[config.mk]
export PLATFORM = sky130hd
export DESIGN_NAME = refcnt_selftest
export DESIGN_NICKNAME = d
export VERILOG_FILES = /design/src/rtl/refcnt_selftest_pkg.sv /design/src/rtl/refcnt_selftest_ctrl.sv /design/src/rtl/refcnt_selftest_dp.sv /design/src/rtl/refcnt_selftest.sv
export SDC_FILE = /design/constraint.sdc
export NUM_CORES = 1
export LEC_CHECK = 0
export ABC_AREA = 1
export CORE_MARGIN = 2
export CORE_UTILIZATION = 65
export CTS_BUF_LIST = sky130_fd_sc_hd__clkbuf_8
export DETAILED_ROUTE_END_ITERATION = 10
export DONT_BUFFER_PORTS = 1
export GPL_TIMING_DRIVEN = 0
export HOLD_SLACK_MARGIN = 0.06
export PLACE_DENSITY = 0.81
export SYNTH_ARGS = -nofsm -noshare
export SYNTH_HDL_FRONTEND = slang
export SYNTH_HIERARCHICAL = 1
export SYNTH_SLANG_ARGS = --single-unit
[constraint.sdc]
create_clock -name clk -period 3.2 [get_ports clk]
set_clock_uncertainty 0.05 [all_clocks]
set_input_delay 0.32 -clock clk [delete_from_list [all_inputs] [get_ports clk]]
set_output_delay 0.32 -clock clk [all_outputs]
set_load 0.005 [all_outputs]
[src/rtl/refcnt_selftest_pkg.sv]
package refcnt_selftest_pkg;

  typedef enum logic [1:0] {
    K_REFRESH = 2'd0,
    K_WRITE   = 2'd1,
    K_READ    = 2'd2,
    K_CTEST   = 2'd3
  } cmdKind_e;

  typedef enum logic [2:0] {
    PH_WARM  = 3'd0,
    PH_FILL  = 3'd1,
    PH_UP    = 3'd2,
    PH_VER1  = 3'd3,
    PH_DOWN  = 3'd4,
    PH_VER2  = 3'd5
  } phase_e;

  // control to datapath strobes
  typedef struct packed {
    logic   clrAll;   // accepted start: clear results, latch column
    logic   clrIdx;   // phase finished: restart position counter
    logic   stepIdx;  // advance position counter
    logic   capFail;  // record failure coordinates
    phase_e phase;
    logic   passSel;  // 0 zero background, 1 ones background
  } dpCtl_t;

endpackage

[src/rtl/refcnt_selftest_ctrl.sv]
module refcnt_selftest_ctrl
  import refcnt_selftest_pkg::*;
(
  input  logic   clk,
  input  logic   rstN,
  input  logic   start,
  input  logic   cmdAck,
  input  logic   idxLast,
  input  logic   mismatch,
  output dpCtl_t ctl,
  output logic   busy,
  output logic   done,
  output logic   passOk,
  output logic   cmdValid
);

  typedef enum logic [1:0] {S_IDLE, S_RUN, S_DONE, S_FAIL} state_e;

  state_e stateQ;
  phase_e phaseQ;
  logic   passQ;

  always_ff @(posedge clk or negedge rstN) begin
    if (!rstN) begin
      stateQ <= S_IDLE;
      phaseQ <= PH_WARM;
      passQ  <= 1'b0;
    end else begin
      case (stateQ)
        S_RUN: begin
          if (cmdAck) begin
            if (mismatch) begin
              stateQ <= S_FAIL;
            end else if (idxLast) begin
              case (phaseQ)
                PH_WARM: phaseQ <= PH_FILL;
                PH_FILL: phaseQ <= PH_UP;
                PH_UP:   phaseQ <= PH_VER1;
                PH_VER1: phaseQ <= PH_DOWN;
                PH_DOWN: phaseQ <= PH_VER2;
                default: begin
                  if (!passQ) begin
                    passQ  <= 1'b1;
                    phaseQ <= PH_FILL;
                  end else begin
                    stateQ <= S_DONE;
                  end
                end
              endcase
            end
          end
        end
        default: begin
          if (start) begin
            stateQ <= S_RUN;
            phaseQ <= PH_WARM;
            passQ  <= 1'b0;
          end
        end
      endcase
    end
  end

  always_comb begin
    ctl         = '0;
    ctl.phase   = phaseQ;
    ctl.passSel = passQ;
    if (stateQ != S_RUN && start) ctl.clrAll = 1'b1;
    if (stateQ == S_RUN && cmdAck) begin
      if (mismatch)     ctl.capFail = 1'b1;
      else if (idxLast) ctl.clrIdx  = 1'b1;
      else              ctl.stepIdx = 1'b1;
    end
  end

  assign busy     = (stateQ == S_RUN);
  assign cmdValid = (stateQ == S_RUN);
  assign done     = (stateQ == S_DONE) || (stateQ == S_FAIL);
  assign passOk   = (stateQ == S_DONE);

endmodule

[src/rtl/refcnt_selftest_dp.sv]
module refcnt_selftest_dp
  import refcnt_selftest_pkg::*;
#(
  parameter int ROW_W       = 9,
  parameter int COL_W       = 9,
  parameter int DATA_W      = 4,
  parameter int INIT_CYCLES = 8
) (
  input  logic              clk,
  input  logic              rstN,
  input  dpCtl_t            ctl,
  input  logic [COL_W-1:0]  testCol,
  input  logic [DATA_W-1:0] rspData,
  output logic              idxLast,
  output logic              mismatch,
  output logic [1:0]        cmdKind,
  output logic [ROW_W-1:0]  cmdRow,
  output logic [COL_W-1:0]  cmdCol,
  output logic [DATA_W-1:0] cmdWdata,
  output logic [2:0]        failPhase,
  output logic              failPass,
  output logic [ROW_W-1:0]  failIndex
);

  localparam int CELL_W = ROW_W + COL_W;
  localparam logic [CELL_W-1:0] LIM_WARM = CELL_W'(INIT_CYCLES - 1);
  localparam logic [CELL_W-1:0] LIM_FILL = {CELL_W{1'b1}};
  localparam logic [CELL_W-1:0] LIM_ROWS = CELL_W'((2 ** ROW_W) - 1);

  logic [CELL_W-1:0] idxQ;
  logic [CELL_W-1:0] limit;
  logic [COL_W-1:0]  colQ;
  logic [DATA_W-1:0] bg;
  logic [DATA_W-1:0] expData;
  logic [DATA_W-1:0] diffBits;
  logic              checkPhase;
  cmdKind_e          kind;

  assign bg = {DATA_W{ctl.passSel}};

  always_comb begin
    kind       = K_REFRESH;
    cmdRow     = '0;
    cmdCol     = '0;
    cmdWdata   = '0;
    expData    = '0;
    checkPhase = 1'b0;
    limit      = LIM_ROWS;
    case (ctl.phase)
      PH_WARM: begin
        limit = LIM_WARM;
      end
      PH_FILL: begin
        kind     = K_WRITE;
        cmdRow   = idxQ[ROW_W-1:0];
        cmdCol   = idxQ[CELL_W-1:ROW_W];
        cmdWdata = bg;
        limit    = LIM_FILL;
      end
      PH_UP: begin
        kind       = K_CTEST;
        cmdCol     = colQ;
        cmdWdata   = ~bg;
        expData    = bg;
        checkPhase = 1'b1;
      end
      PH_VER1: begin
        kind       = K_READ;
        cmdRow     = idxQ[ROW_W-1:0];
        cmdCol     = colQ;
        expData    = ~bg;
        checkPhase = 1'b1;
      end
      PH_DOWN: begin
        kind       = K_CTEST;
        cmdCol     = colQ;
        cmdWdata   = bg;
        expData    = ~bg;
        checkPhase = 1'b1;
      end
      PH_VER2: begin
        kind       = K_READ;
        cmdRow     = idxQ[ROW_W-1:0];
        cmdCol     = colQ;
        expData    = bg;
        checkPhase = 1'b1;
      end
      default: ;
    endcase
  end

  assign cmdKind = kind;
  assign idxLast = (idxQ == limit);

  // per-bit compare of returned data against the pattern
  for (genvar b = 0; b < DATA_W; b++) begin : g_cmp
    assign diffBits[b] = rspData[b] ^ expData[b];
  end
  assign mismatch = checkPhase && (|diffBits);

  always_ff @(posedge clk or negedge rstN) begin
    if (!rstN) begin
      idxQ      <= '0;
      colQ      <= '0;
      failPhase <= '0;
      failPass  <= 1'b0;
      failIndex <= '0;
    end else begin
      if (ctl.clrAll) begin
        idxQ      <= '0;
        colQ      <= testCol;
        failPhase <= '0;
        failPass  <= 1'b0;
        failIndex <= '0;
      end else if (ctl.capFail) begin
        failPhase <= ctl.phase;
        failPass  <= ctl.passSel;
        failIndex <= idxQ[ROW_W-1:0];
      end else if (ctl.clrIdx) begin
        idxQ <= '0;
      end else if (ctl.stepIdx) begin
        idxQ <= idxQ + 1'b1;
      end
    end
  end

endmodule

[src/rtl/refcnt_selftest.sv]
module refcnt_selftest
  import refcnt_selftest_pkg::*;
#(
  parameter int ROW_W       = 9,
  parameter int COL_W       = 9,
  parameter int DATA_W      = 4,
  parameter int INIT_CYCLES = 8
) (
  input  logic              clk,
  input  logic              rstN,
  input  logic              start,
  input  logic [COL_W-1:0]  testCol,
  output logic              busy,
  output logic              done,
  output logic              passOk,
  output logic [2:0]        failPhase,
  output logic              failPass,
  output logic [ROW_W-1:0]  failIndex,
  output logic              cmdValid,
  output logic [1:0]        cmdKind,
  output logic [ROW_W-1:0]  cmdRow,
  output logic [COL_W-1:0]  cmdCol,
  output logic [DATA_W-1:0] cmdWdata,
  input  logic              cmdAck,
  input  logic [DATA_W-1:0] rspData
);

  dpCtl_t ctl;
  logic   idxLast;
  logic   mismatch;

  refcnt_selftest_ctrl u_ctrl (
    .clk      (clk),
    .rstN     (rstN),
    .start    (start),
    .cmdAck   (cmdAck),
    .idxLast  (idxLast),
    .mismatch (mismatch),
    .ctl      (ctl),
    .busy     (busy),
    .done     (done),
    .passOk   (passOk),
    .cmdValid (cmdValid)
  );

  refcnt_selftest_dp #(
    .ROW_W       (ROW_W),
    .COL_W       (COL_W),
    .DATA_W      (DATA_W),
    .INIT_CYCLES (INIT_CYCLES)
  ) u_dp (
    .clk       (clk),
    .rstN      (rstN),
    .ctl       (ctl),
    .testCol   (testCol),
    .rspData   (rspData),
    .idxLast   (idxLast),
    .mismatch  (mismatch),
    .cmdKind   (cmdKind),
    .cmdRow    (cmdRow),
    .cmdCol    (cmdCol),
    .cmdWdata  (cmdWdata),
    .failPhase (failPhase),
    .failPass  (failPass),
    .failIndex (failIndex)
  );

endmodule

==> results of run 1 <==
how the worst max path moves through the flow:
stage | endpoint | slack, ns | from
floorplan | u_dp/idxQ[17]$_DFFE_PN0P_ | 0.86 | u_ctrl/phaseQ[1]$_DFFE_PN0P_
global placement | u_dp/idxQ[16]$_DFFE_PN0P_ | 0.43 | u_ctrl/phaseQ[2]$_DFFE_PN0P_
detailed placement | u_dp/idxQ[5]$_DFFE_PN0P_ | 0.30 | u_ctrl/phaseQ[0]$_DFFE_PN0P_
CTS | u_dp/idxQ[5]$_DFFE_PN0P_ | 0.30 | u_ctrl/phaseQ[0]$_DFFE_PN0P_
global route | u_dp/idxQ[9]$_DFFE_PN0P_ | 0.01 | u_ctrl/phaseQ[0]$_DFFE_PN0P_
finish | u_dp/idxQ[5]$_DFFE_PN0P_ | 0.25 | u_ctrl/phaseQ[0]$_DFFE_PN0P_
through the flow:
step                      power (mW)  hold slack (ns)  cell area (um2)  setup WS [ns]
final                          2.285          0.09565             2973         0.2491
after global routing           2.458          0.09810             2973        0.01310
after CTS                      2.284          0.09240             2973         0.2953
after detailed placement       1.894         -0.02443             2840         0.3044
after global placement         1.864         -0.02456             2840         0.4333
after floorplan                1.665         -0.02559             2778         0.8618
Yosys cell counts (2+ instances only):
cell      instances
nand2_4           4
inv_1            58
nand4_1           9
o22ai_1          18
nor2_1           38
nand3_1          27
inv_2             6
buf_2             3
or2_2             2
dfrtp_1          46
buf_4             8
nand2_1          94
o21ai_1           4
nand2_2           5
nor2_2            4
nor3_1            7
nand3_2           6
o21ai_0          21
a21oi_1           9
clkbuf_1          3
kinds of logic after synthesis:
logic type / Yosys count / share of synthesized area, %
DFF: 46 / 41.44
and+or+nand+nor: 200 / 34.23
buffers and inverters: 78 / 11.76
adders and majority gates: 1 / 0.4504
AOI/OAI and AO/OA: 58 / 12.12
cell type report:
class                   instances  area [um2]  area share, %
well taps                      50       62.56          2.104
repair buffers                  2       37.54          1.263
clock buffers                   6       82.58          2.778
inverters                      64       240.2          8.081
clock inverters                 2       12.51         0.4209
flip-flops and latches         46        1151          38.72
plain buffers                  14       86.33          2.904
multi-input cells             259        1300          43.73
layer usage:
metal / vias to the layer above / part of all wire, % / routed length (um) / track usage [%]
li1: 1242 / - / - / -
met1: 1201 / 45 / 2837 / 38.72
met2: 92 / 48 / 3027 / 44.44
met3: 14 / 6.4 / 405 / 4.797
met4: 0 / 1.5 / 97 / 7.843
met5: - / 0 / 0 / 0
power by group through the flow:
stage | Sequential (mW) | Clock (mW) | Combinational (mW)
3_5_place_dp | 0.839 | 0 | 1.06
5_1_grt | 0.848 | 0.398 | 1.21
2_1_floorplan | 0.811 | 0 | 0.854
3_3_place_gp | 0.833 | 0 | 1.03
6_report | 0.830 | 0.368 | 1.09
4_1_cts | 0.829 | 0.377 | 1.08
sequential cells by signal, summed over array words and instances (netlist names):
signal,count
u_dp/failPhase,3
u_ctrl/stateQ,2
u_dp/failIndex,9
u_dp/failPass,1
u_ctrl/phaseQ,3
u_dp/idxQ,18
u_dp/colQ,9
u_ctrl/passQ,1
repair_timing:
item / 4_1_cts / 5_1_grt
endpoints found under the hold margin: 46 / 0
hold buffers: 2 / 0
endpoints found under the setup margin: 0 / 0
resized for setup: 0 / 0
==> qor.csv, run 1 <==
stage,metric,value,unit
clocking,CTS tree,yes,
clocking,Inserted Clock Buffers,5,
cells_and_area,fin cells,443,
critical_path,crit-path leading delay family,simple AND/OR/NAND/NOR gates,
critical_path,R2R setup slack,0.25,ns
route,Final ANT Viol Nets,0,
clocking,Sink Count,46,
pwr,Pint,1.234,mW
synthesis,Yosys reg bits,46,
clocking,Root Driver,clkbuf_8,
clocking,"Reg clk slew, reported paths",0.08,ns
synthesis,Post-synth EDFFs,0,
critical_path,crit-path max cell delay,0.49,ns
critical_path,CP max FO,9,
synthesis,area share of the leading cell type in the synthesized netlist,41.44,%
critical_path,critical path type,register to register,
cells_and_area,share of post-route cells with drive strength above 1,13.23,%
cells_and_area,antenna cells,0,
global_route,Total GRT Usage,27.65,%
critical_path,Reg2Reg Depth,15,
synthesis,Post-Syn Area,2778,um2
timing,maximum clock frequency,338.9,MHz
synthesis,Post-Syn Instances,383,
worst_hold_path,Hold Crit Endpoint,u_dp/colQ[5]$_DFFE_PN0P_,
pwr,Pleak,1.449,nW
placed_design,final RePlAce weighted congestion,0.8667,
critical_path,Worst EP required,3.32,ns
clocking,Clock Tree Buf Depth,2,
run_status,status,"finished, final reports clean",
global_route,first-pass GRT wire length,10.89,mm
clocking,H-tree Lvls,2,
synthesis,"area leader, netlist",dfrtp_1,
global_route,GRT overflow,0,
synthesis,Synthesized Nets,401,
synthesis,"FFs w/ async S/R, synth",100.0,%
pwr,Gate power share,47.6,%
critical_path,Worst Path Buf+Inv,2,
floorplanning,initial core utilization,68.46,%
timing,"Slew Viols, Final",0,
critical_path,WP depth,15,
route,Avg Vias per Cell,5.754,
timing,setup TNS,0,ns
cells_and_area,Filler cells,344,
route,drt wl/cell,14.37,um
pwr,peak supply drop,0.5279,mV
cells_and_area,most frequent cells in the layout,"94 x nand2_1, 58 x inv_1, 46 x dfrtp_1, 38 x nor2_1, 27 x nand3_1",
critical_path,CP max-delay cell,dfrtp_1,
clocking,setup bufs post-CTS,0,
timing,Rel. slew slack,67.46,%
route,total wire length,6.368,mm
timing,post-route clock period utilization,92.22,%
cells_and_area,final net count,410,
route,initial DRC count,237,
floorplanning,total core area,4058,um2
synthesis,sequential share of the synthesized area,41.44,%
worst_hold_path,HP Start,testCol[5],
timing,Final setup viols,0,
pwr,Switch Pwr,1.052,mW
global_route,vias in the first global route,2376,
placed_design,count of input and output buffers,0,
route,DRC viols,0,
synthesis,number of synthesis warnings,6,
critical_path,worst-path cell chain,"inv_2, nor3_4, nand2_2, o21ai_1, nand3_1, nor2_1, nand2_1, nor2_1, inv_1, nand2_2, nand2_4, nand2_4, nand2_1, o21ai_0, a21oi_1",
timing,Slew @ Worst Pin,0.4831,ns
global_route,initial antenna violation count,0,
pwr,PwrDens,768.8,nW/um2
floorplanning,row cnt,23,
pwr,sequential power share,36.3,%
cells_and_area,Util after Layout,73.27,%
synthesis,number of distinct library cells after synthesis,31,
critical_path,Worst Path Arrival,3.07,ns
floorplanning,Die X,69.37,um
run,max-cap viol count,0,
global_route,largest net degree at the start of global routing,47,
synthesis,post-synthesis area per instance,7.252,um2
synthesis,predominant post-synthesis flop cell,dfrtp_1,
route,routed vias,2549,
critical_path,crit path capture type,register,
critical_path,Reg2Reg Launch Point,u_ctrl/phaseQ[0]$_DFFE_PN0P_,
placed_design,post-detail-place hpwl,4.745,mm
timing,RSZ-0062 raised after global routing,false,
pwr,Switching Fraction,46.01,%
worst_hold_path,worst min-delay path category,input port to register,
timing,Final Hold Vio Count,0,
timing,min Tclk post-route,2.951,ns
critical_path,Setup crit start kind,register,
floorplanning,die height,69.37,um
clocking,"Clk Latency, worst-skew pair",0.29,ns
placed_design,placed cell count,433,
synthesis,top post-synthesis cells by area,"dfrtp_1 41%, nand2_1 13%, inv_1 7.8%, nor2_1 5.1%, nand3_1 4.9%",
floorplanning,IO Pins,58,
pwr,Clk pwr share,16.1,%
floorplanning,die area,4812,um2
critical_path,FF-to-FF End,u_dp/idxQ[5]$_DFFE_PN0P_,
route,DR pass1 iterations,4,
cells_and_area,"most common cell after layout, fill and taps aside",nand2_1,
cells_and_area,Layout area overhead,7.027,%
worst_hold_path,hold path cells,2,
Power figures use the tool's default switching activity.
==> run 2, diff against run 1 <==
--- a/config.mk
+++ b/config.mk
@@ -7,13 +7,14 @@
 export LEC_CHECK = 0
 export ABC_AREA = 1
 export CORE_MARGIN = 2
-export CORE_UTILIZATION = 65
+export CORE_UTILIZATION = 45
 export CTS_BUF_LIST = sky130_fd_sc_hd__clkbuf_8
+export CTS_CLUSTER_SIZE = 10
 export DETAILED_ROUTE_END_ITERATION = 10
 export DONT_BUFFER_PORTS = 1
 export GPL_TIMING_DRIVEN = 0
 export HOLD_SLACK_MARGIN = 0.06
-export PLACE_DENSITY = 0.81
+export PLACE_DENSITY = 0.6
 export SYNTH_ARGS = -nofsm -noshare
 export SYNTH_HDL_FRONTEND = slang
 export SYNTH_HIERARCHICAL = 1
==> run 2 against run 1 <==
  * Fmax grew 5.5%
  * Via count down 2.6%
  * Largest cell class unchanged
  * Critical path depth rose by 4
  * Global-route usage shrank 6.0 points
  * Total power grew 3.6%
  * Critical path type unchanged
  * Routed wire length increased by 9.3%
==> qor.csv, run 2 (synthesis results as in run 1) <==
stage,metric,value,unit
run_status,status,"finished, final reports clean",
timing,Final setup viols,0,
timing,post-route clock period utilization,87.44,%
cells_and_area,Layout area overhead,9.189,%
route,routed vias,2483,
placed_design,count of input and output buffers,0,
floorplanning,die area,6817,um2
cells_and_area,post-route cell area,3033,um2
cells_and_area,"most common cell after layout, fill and taps aside",nand2_1,
worst_hold_path,worst min-delay path category,input port to register,
pwr,Pleak,1.473,nW
timing,Final Hold Vio Count,0,
timing,RSZ-0062 raised after global routing,false,
route,Avg Vias per Cell,5.283,
timing,Rel. slew slack,65.15,%
timing,"Slew Viols, Final",0,
cells_and_area,final net count,412,
critical_path,Setup crit start kind,register,
cells_and_area,most frequent cells in the layout,"94 x nand2_1, 60 x inv_1, 46 x dfrtp_1, 37 x nor2_1, 27 x nand3_1",
critical_path,"most used cell, CP",nand2_1,
route,DRC viols,0,
floorplanning,Die X,82.57,um
pwr,peak supply drop,0.4514,mV
cells_and_area,max reg flops,18,
global_route,initial antenna violation count,0,
critical_path,critical path type,register to register,
timing,worst setup margin,0.4020,ns
clocking,Inserted Clock Buffers,5,
cells_and_area,Largest regs,"u_dp/idxQ: 18 flops, u_dp/colQ: 9 flops, u_dp/failIndex: 9 flops",
critical_path,CP max-delay cell,dfrtp_1,
floorplanning,total core area,5956,um2
cells_and_area,antenna cells,0,
cells_and_area,fin cells,470,
critical_path,CP max FO,9,
placed_design,Setup WS pre-CTS,0.3331,ns
global_route,GRT overflow,0,
critical_path,crit-path max cell delay,0.56,ns
placed_design,DP Area,2872,um2
route,initial DRC count,124,
cells_and_area,share of post-route cells with drive strength above 1,13.42,%
critical_path,crit path capture type,register,
clocking,H-tree Lvls,2,
clocking,"Clk Latency, worst-skew pair",0.30,ns
cells_and_area,Util after Layout,50.92,%
floorplanning,initial core utilization,46.64,%
clocking,Clock Tree Buf Depth,2,
timing,min Tclk post-route,2.798,ns
pwr,total power,2.368,mW
route,drt wl/cell,14.81,um
critical_path,Worst Path Arrival,2.95,ns
route,DR pass1 iterations,4,
timing,maximum clock frequency,357.4,MHz
floorplanning,row cnt,28,
route,Final ANT Viol Nets,0,
global_route,Total GRT Usage,21.63,%
placed_design,post-detail-place hpwl,5.025,mm
clocking,Sink Count,46,
critical_path,worst-path cell chain,"inv_1, nand3_1, nand3_1, nand2_1, nand2_1, nand2_1, inv_1, a21oi_2, inv_1, nand2_1, nor2_1, nor2_1, nand2_1, nand2_1, nor2_2, nand3_1, nand2_1, inv_1, nor2_1",
timing,worst hold slack,0.08364,ns
placed_design,final RePlAce weighted congestion,0.8458,
timing,setup TNS,0,ns
placed_design,placed cell count,458,
critical_path,Worst EP required,3.35,ns
pwr,PwrDens,780.9,nW/um2
global_route,first-pass GRT wire length,11.09,mm
timing,Slew @ Worst Pin,0.5173,ns
floorplanning,IO Pins,58,
cells_and_area,largest reg by FF count,u_dp/idxQ,
clocking,Root Driver,clkbuf_8,
clocking,"Reg clk slew, reported paths",0.09,ns
floorplanning,die height,82.57,um
global_route,vias in the first global route,2270,
run,max-cap viol count,0,
clocking,CTS tree,yes,
global_route,largest net degree at the start of global routing,47,
route,total wire length,6.960,mm
==> run 2: metal layers <==
metal / global-route usage (%) / wire [um] / up-vias
li1: - / - / 1243
met1: 31.13 / 3390 / 1177
met2: 32.98 / 3092 / 59
met3: 4.457 / 415 / 4
met4: 6.066 / 62 / 0
met5: 0 / 0 / -
==> run 2: final cells by class <==
cell class                 instances  area (um2)
fill                             629        2923
multi-input combinational        259        1303
sequential                        46        1151
inverter                          64       240.2
tap                               75       93.84
buffer                            14       86.33
clock buffer                       5       68.82
timing repair buffer               4       52.55
clock inverter                     3       37.54
==> run 2: worst paths after layout <==
| path | from | end | slack (ns) | cells after the start |
|---|---|---|---|---|
| worst max-delay path | u_ctrl/phaseQ[2]$_DFFE_PN0P_ | u_dp/idxQ[16]$_DFFE_PN0P_ | 0.40 | 19 |
| worst min-delay path | testCol[7] | u_dp/colQ[7]$_DFFE_PN0P_ | 0.08 | 2 |
| worst max register to register | u_ctrl/phaseQ[2]$_DFFE_PN0P_ | u_dp/idxQ[16]$_DFFE_PN0P_ | 0.40 | 19 |
| worst min register to register | u_dp/colQ[7]$_DFFE_PN0P_ | u_dp/colQ[7]$_DFFE_PN0P_ | 0.48 | 2 |
| max in group asynchronous | rstN | u_ctrl/stateQ[1]$_DFFE_PN0P_ | 2.40 | 2 |
| min in group asynchronous | rstN | u_dp/colQ[4]$_DFFE_PN0P_ | 0.47 | 2 |
==> run 2: worst max-delay path, delay by kind of cell (launching register included) <==
kind | cells | cell delay, ns
DFF | 1 | 0.56
buffers and inverters | 4 | 0.40
AOI/OAI and AO/OA | 1 | 0.21
and+or+nand+nor | 14 | 1.47
==> run 2: what timing repair did <==
action / 4_1_cts / 5_1_grt
setup endpoints to repair: 0 / 12
endpoints found under the hold margin: 46 / 0
gates resized for setup: 0 / 1
hold buffers: 2 / 0
setup buffers: 0 / 2
==> run 2: report_power, final <==
part / internal (mW) / switching, mW
Sequential: 0.709 / 0.118
Clock: 0.228 / 0.200
Combinational: 0.367 / 0.746
Total: 1.30 / 1.06
==> run 3, diff against run 2 <==
--- a/config.mk
+++ b/config.mk
@@ -5,7 +5,6 @@
 export SDC_FILE = /design/constraint.sdc
 export NUM_CORES = 1
 export LEC_CHECK = 0
-export ABC_AREA = 1
 export CORE_MARGIN = 2
 export CORE_UTILIZATION = 45
 export CTS_BUF_LIST = sky130_fd_sc_hd__clkbuf_8
==> run 3 against run 2 <==
  * First-iteration DRC count fell by 32%
  * Worst hold slack improved by 0.024 ns
  * Count of clock-buffer cells in the layout did not move
  * Synthesized area fell by 4.5%
  * Die area fell by 4.3%
  * Design area fell by 2.2%
  * Total power fell by 6.7%
  * Cell count fell by 23%
  * Fmax fell by 8.2%
  * Worst setup slack got worse by 0.25 ns
==> qor.csv, run 3 <==
stage,metric,value,unit
timing,"Slew Viols, Final",0,
synthesis,top post-synthesis cells by area,"dfrtp_1 43%, mux2i_1 6.8%, nor2_1 4.2%, mux2_2 3.8%, a22o_1 3.0%",
global_route,vias in the first global route,2013,
worst_hold_path,HP Start,cmdAck,
critical_path,worst-path cell chain,"or4_1, nor4_2, a31oi_1, nor4_2, and2_4, o21ba_2, o21ai_1, clkbuf_4, or4_1, a21oi_1",
critical_path,crit-path leading delay family,simple AND/OR/NAND/NOR gates,
placed_design,post-detail-place hpwl,4.371,mm
critical_path,Worst Path Buf+Inv,1,
pwr,Pleak,1.241,nW
cells_and_area,share of post-route cells with drive strength above 1,18.40,%
synthesis,Post-synth EDFFs,0,
critical_path,R2R setup slack,0.15,ns
route,DRC viols,0,
timing,Final Hold Vio Count,0,
clocking,CTS tree,yes,
global_route,first-pass GRT wire length,10.18,mm
route,DR pass1 iterations,4,
synthesis,post-synthesis area per instance,9.681,um2
timing,Slew @ Worst Pin,0.9924,ns
cells_and_area,Reg area,1155,um2
critical_path,crit-path max cell delay,0.55,ns
route,total wire length,6.169,mm
critical_path,crit path launch,u_dp/idxQ[11]$_DFFE_PN0P_,
critical_path,Reg2Reg Depth,10,
floorplanning,row cnt,27,
clocking,"Reg clk slew, reported paths",0.09,ns
route,drt wl/cell,17.14,um
cells_and_area,largest reg by FF count,u_dp/idxQ,
synthesis,Post-Syn Instances,274,
run_status,status,"finished, final reports clean",
global_route,Total GRT Usage,20.14,%
synthesis,predominant post-synthesis flop cell,dfrtp_1,
timing,Final setup viols,0,
floorplanning,die height,80.78,um
placed_design,final RePlAce weighted congestion,0.8329,
cells_and_area,final net count,305,
synthesis,commonest cells in the synthesized netlist,"46 x dfrtp_1, 30 x nor2_1, 18 x mux2i_1",
synthesis,number of distinct library cells after synthesis,54,
synthesis,area share of the leading cell type in the synthesized netlist,43.40,%
timing,worst hold slack,0.1077,ns
route,initial DRC count,84,
clocking,H-tree Lvls,2,
cells_and_area,most frequent cells in the layout,"43 x dfrtp_1, 29 x nor2_1, 18 x mux2i_1, 13 x a21oi_1",
synthesis,sequential share of the synthesized area,43.40,%
synthesis,"count leader, synth",dfrtp_1,
pwr,total power,2.210,mW
synthesis,"FFs w/ async S/R, synth",100.0,%
timing,min Tclk post-route,3.049,ns
route,Final ANT Viol Nets,0,
route,routed vias,2133,
cells_and_area,"most common cell after layout, fill and taps aside",dfrtp_1,
cells_and_area,max reg flops,18,
critical_path,Worst EP required,3.38,ns
placed_design,Setup WS pre-CTS,-0.4640,ns
pwr,peak supply drop,0.4217,mV
clocking,Root Driver,clkbuf_8,
global_route,largest net degree at the start of global routing,47,
floorplanning,IO Pins,58,
timing,maximum clock frequency,328.0,MHz
placed_design,placed cell count,346,
run,max-cap viol count,0,
critical_path,CP max FO,10,
cells_and_area,Filler cells,517,
floorplanning,initial core utilization,47.30,%
worst_hold_path,worst min-delay path category,input port to register,
cells_and_area,Largest regs,"u_dp/idxQ: 18 flops, u_dp/colQ: 9 flops, u_dp/failIndex: 9 flops",
synthesis,Synthesized Nets,292,
clocking,Clock Tree Buf Depth,2,
critical_path,Worst Path Arrival,3.23,ns
route,Avg Vias per Cell,5.925,
critical_path,crit path capture type,register,
floorplanning,die area,6525,um2
global_route,initial antenna violation count,0,
cells_and_area,antenna cells,0,
critical_path,critical path type,register to register,
synthesis,Yosys reg bits,46,
cells_and_area,Layout area overhead,11.79,%
synthesis,"area leader, netlist",dfrtp_1,
timing,worst setup margin,0.1513,ns
clocking,"Clk Latency, worst-skew pair",0.30,ns
critical_path,WP depth,10,
cells_and_area,fin cells,360,
critical_path,Reg2Reg Launch Point,u_dp/idxQ[11]$_DFFE_PN0P_,
synthesis,Post-Syn Area,2653,um2
critical_path,CP max-delay cell,or4_1,
clocking,Inserted Clock Buffers,5,
timing,Rel. slew slack,33.25,%
clocking,Sink Count,46,
timing,post-route clock period utilization,95.27,%
placed_design,count of input and output buffers,0,
cells_and_area,Multi-input gate area,1390,um2
synthesis,number of synthesis warnings,6,
global_route,GRT overflow,0,
critical_path,FF-to-FF End,u_dp/idxQ[13]$_DFFE_PN0P_,
floorplanning,Die X,80.78,um
critical_path,Setup crit start kind,register,
critical_path,CP Capture Point,u_dp/idxQ[13]$_DFFE_PN0P_,
floorplanning,total core area,5608,um2
pwr,PwrDens,745.4,nW/um2
[run 3: cell types whose count changed after synthesis, sizes merged, moves of 6 or more]
cell	previous run	this run
a22o	0	10
and2	0	12
inv	64	8
mux2	0	9
mux2i	0	18
nand2	103	12
nand3	33	10
nor2	43	30
o21ai	26	9
o22ai	18	1
o31ai	0	6
or4	0	10
[run 3: per-layer routing]
layer | vias to the layer above | global-route usage (%) | part of all wire, %
met5 | - | 0 | 0
met2 | 52 | 31.00 | 45
met3 | 9 | 4.778 | 5.3
met4 | 0 | 5.254 | 1.1
met1 | 1042 | 28.71 | 49
li1 | 1030 | - | -
[run 3: final cells by class]
class	instances	share of cell area [%]
Clock buffer	5	2.321
Multi-Input combinational cell	200	46.88
Inverter	8	1.013
Buffer	19	3.924
Timing Repair Buffer	7	2.616
Tap cell	72	3.038
Sequential cell	46	38.95
Clock inverter	3	1.266
[run 3: worst min-delay path by stage]
stage,cells past startpoint,slack (ns),end
global placement,0,-0.02,u_dp/failPhase[1]$_DFFE_PN0P_
finish,2,0.11,u_ctrl/stateQ[1]$_DFFE_PN0P_
CTS,2,0.11,u_ctrl/stateQ[1]$_DFFE_PN0P_
detailed placement,0,-0.02,u_dp/failPhase[1]$_DFFE_PN0P_
global route,1,0.10,u_dp/colQ[6]$_DFFE_PN0P_
floorplan,0,-0.03,u_ctrl/passQ$_DFFE_PN0P_
[run 3: stage by stage]
step | cell area (um2) | TNS [ns] | utilization (%)
CTS | 2925 | 0 | 52.16
finish | 2965 | 0 | 52.88
detailed placement | 2743 | -4.165 | 48.91
floorplan | 2653 | 0 | -
global route | 2965 | -0.05050 | 52.88
global placement | 2743 | -3.960 | 48.91
[run 3: cells by family (layout without fill, tap and decap cells)]
group	count (synthesis)	count (layout)	synth area share, %
flip-flops	46	46	43.40
adder cells (fa/ha/maj)	1	1	0.4716
XOR/XNOR	4	4	1.321
buffers and inverters	28	42	5.472
AO/OA/AOI/OAI	62	62	16.60
multiplexers	27	27	10.61
AND/OR/NAND/NOR	106	106	22.12
[run 3: report_power, final]
part           internal [mW]  leakage, nW  total [mW]  switching (mW)
logic                  0.417        0.584       0.917           0.500
registers              0.721        0.596       0.873           0.152
clock network          0.228       0.0607       0.420           0.193
[run 3: repair_timing]
action,4_1_cts,5_1_grt
hold buffers,3,0
endpoints found under the setup margin,24,22
setup buffers,1,3
pin swaps,1,2
gates resized for setup,7,10
hold endpoints to repair,47,0
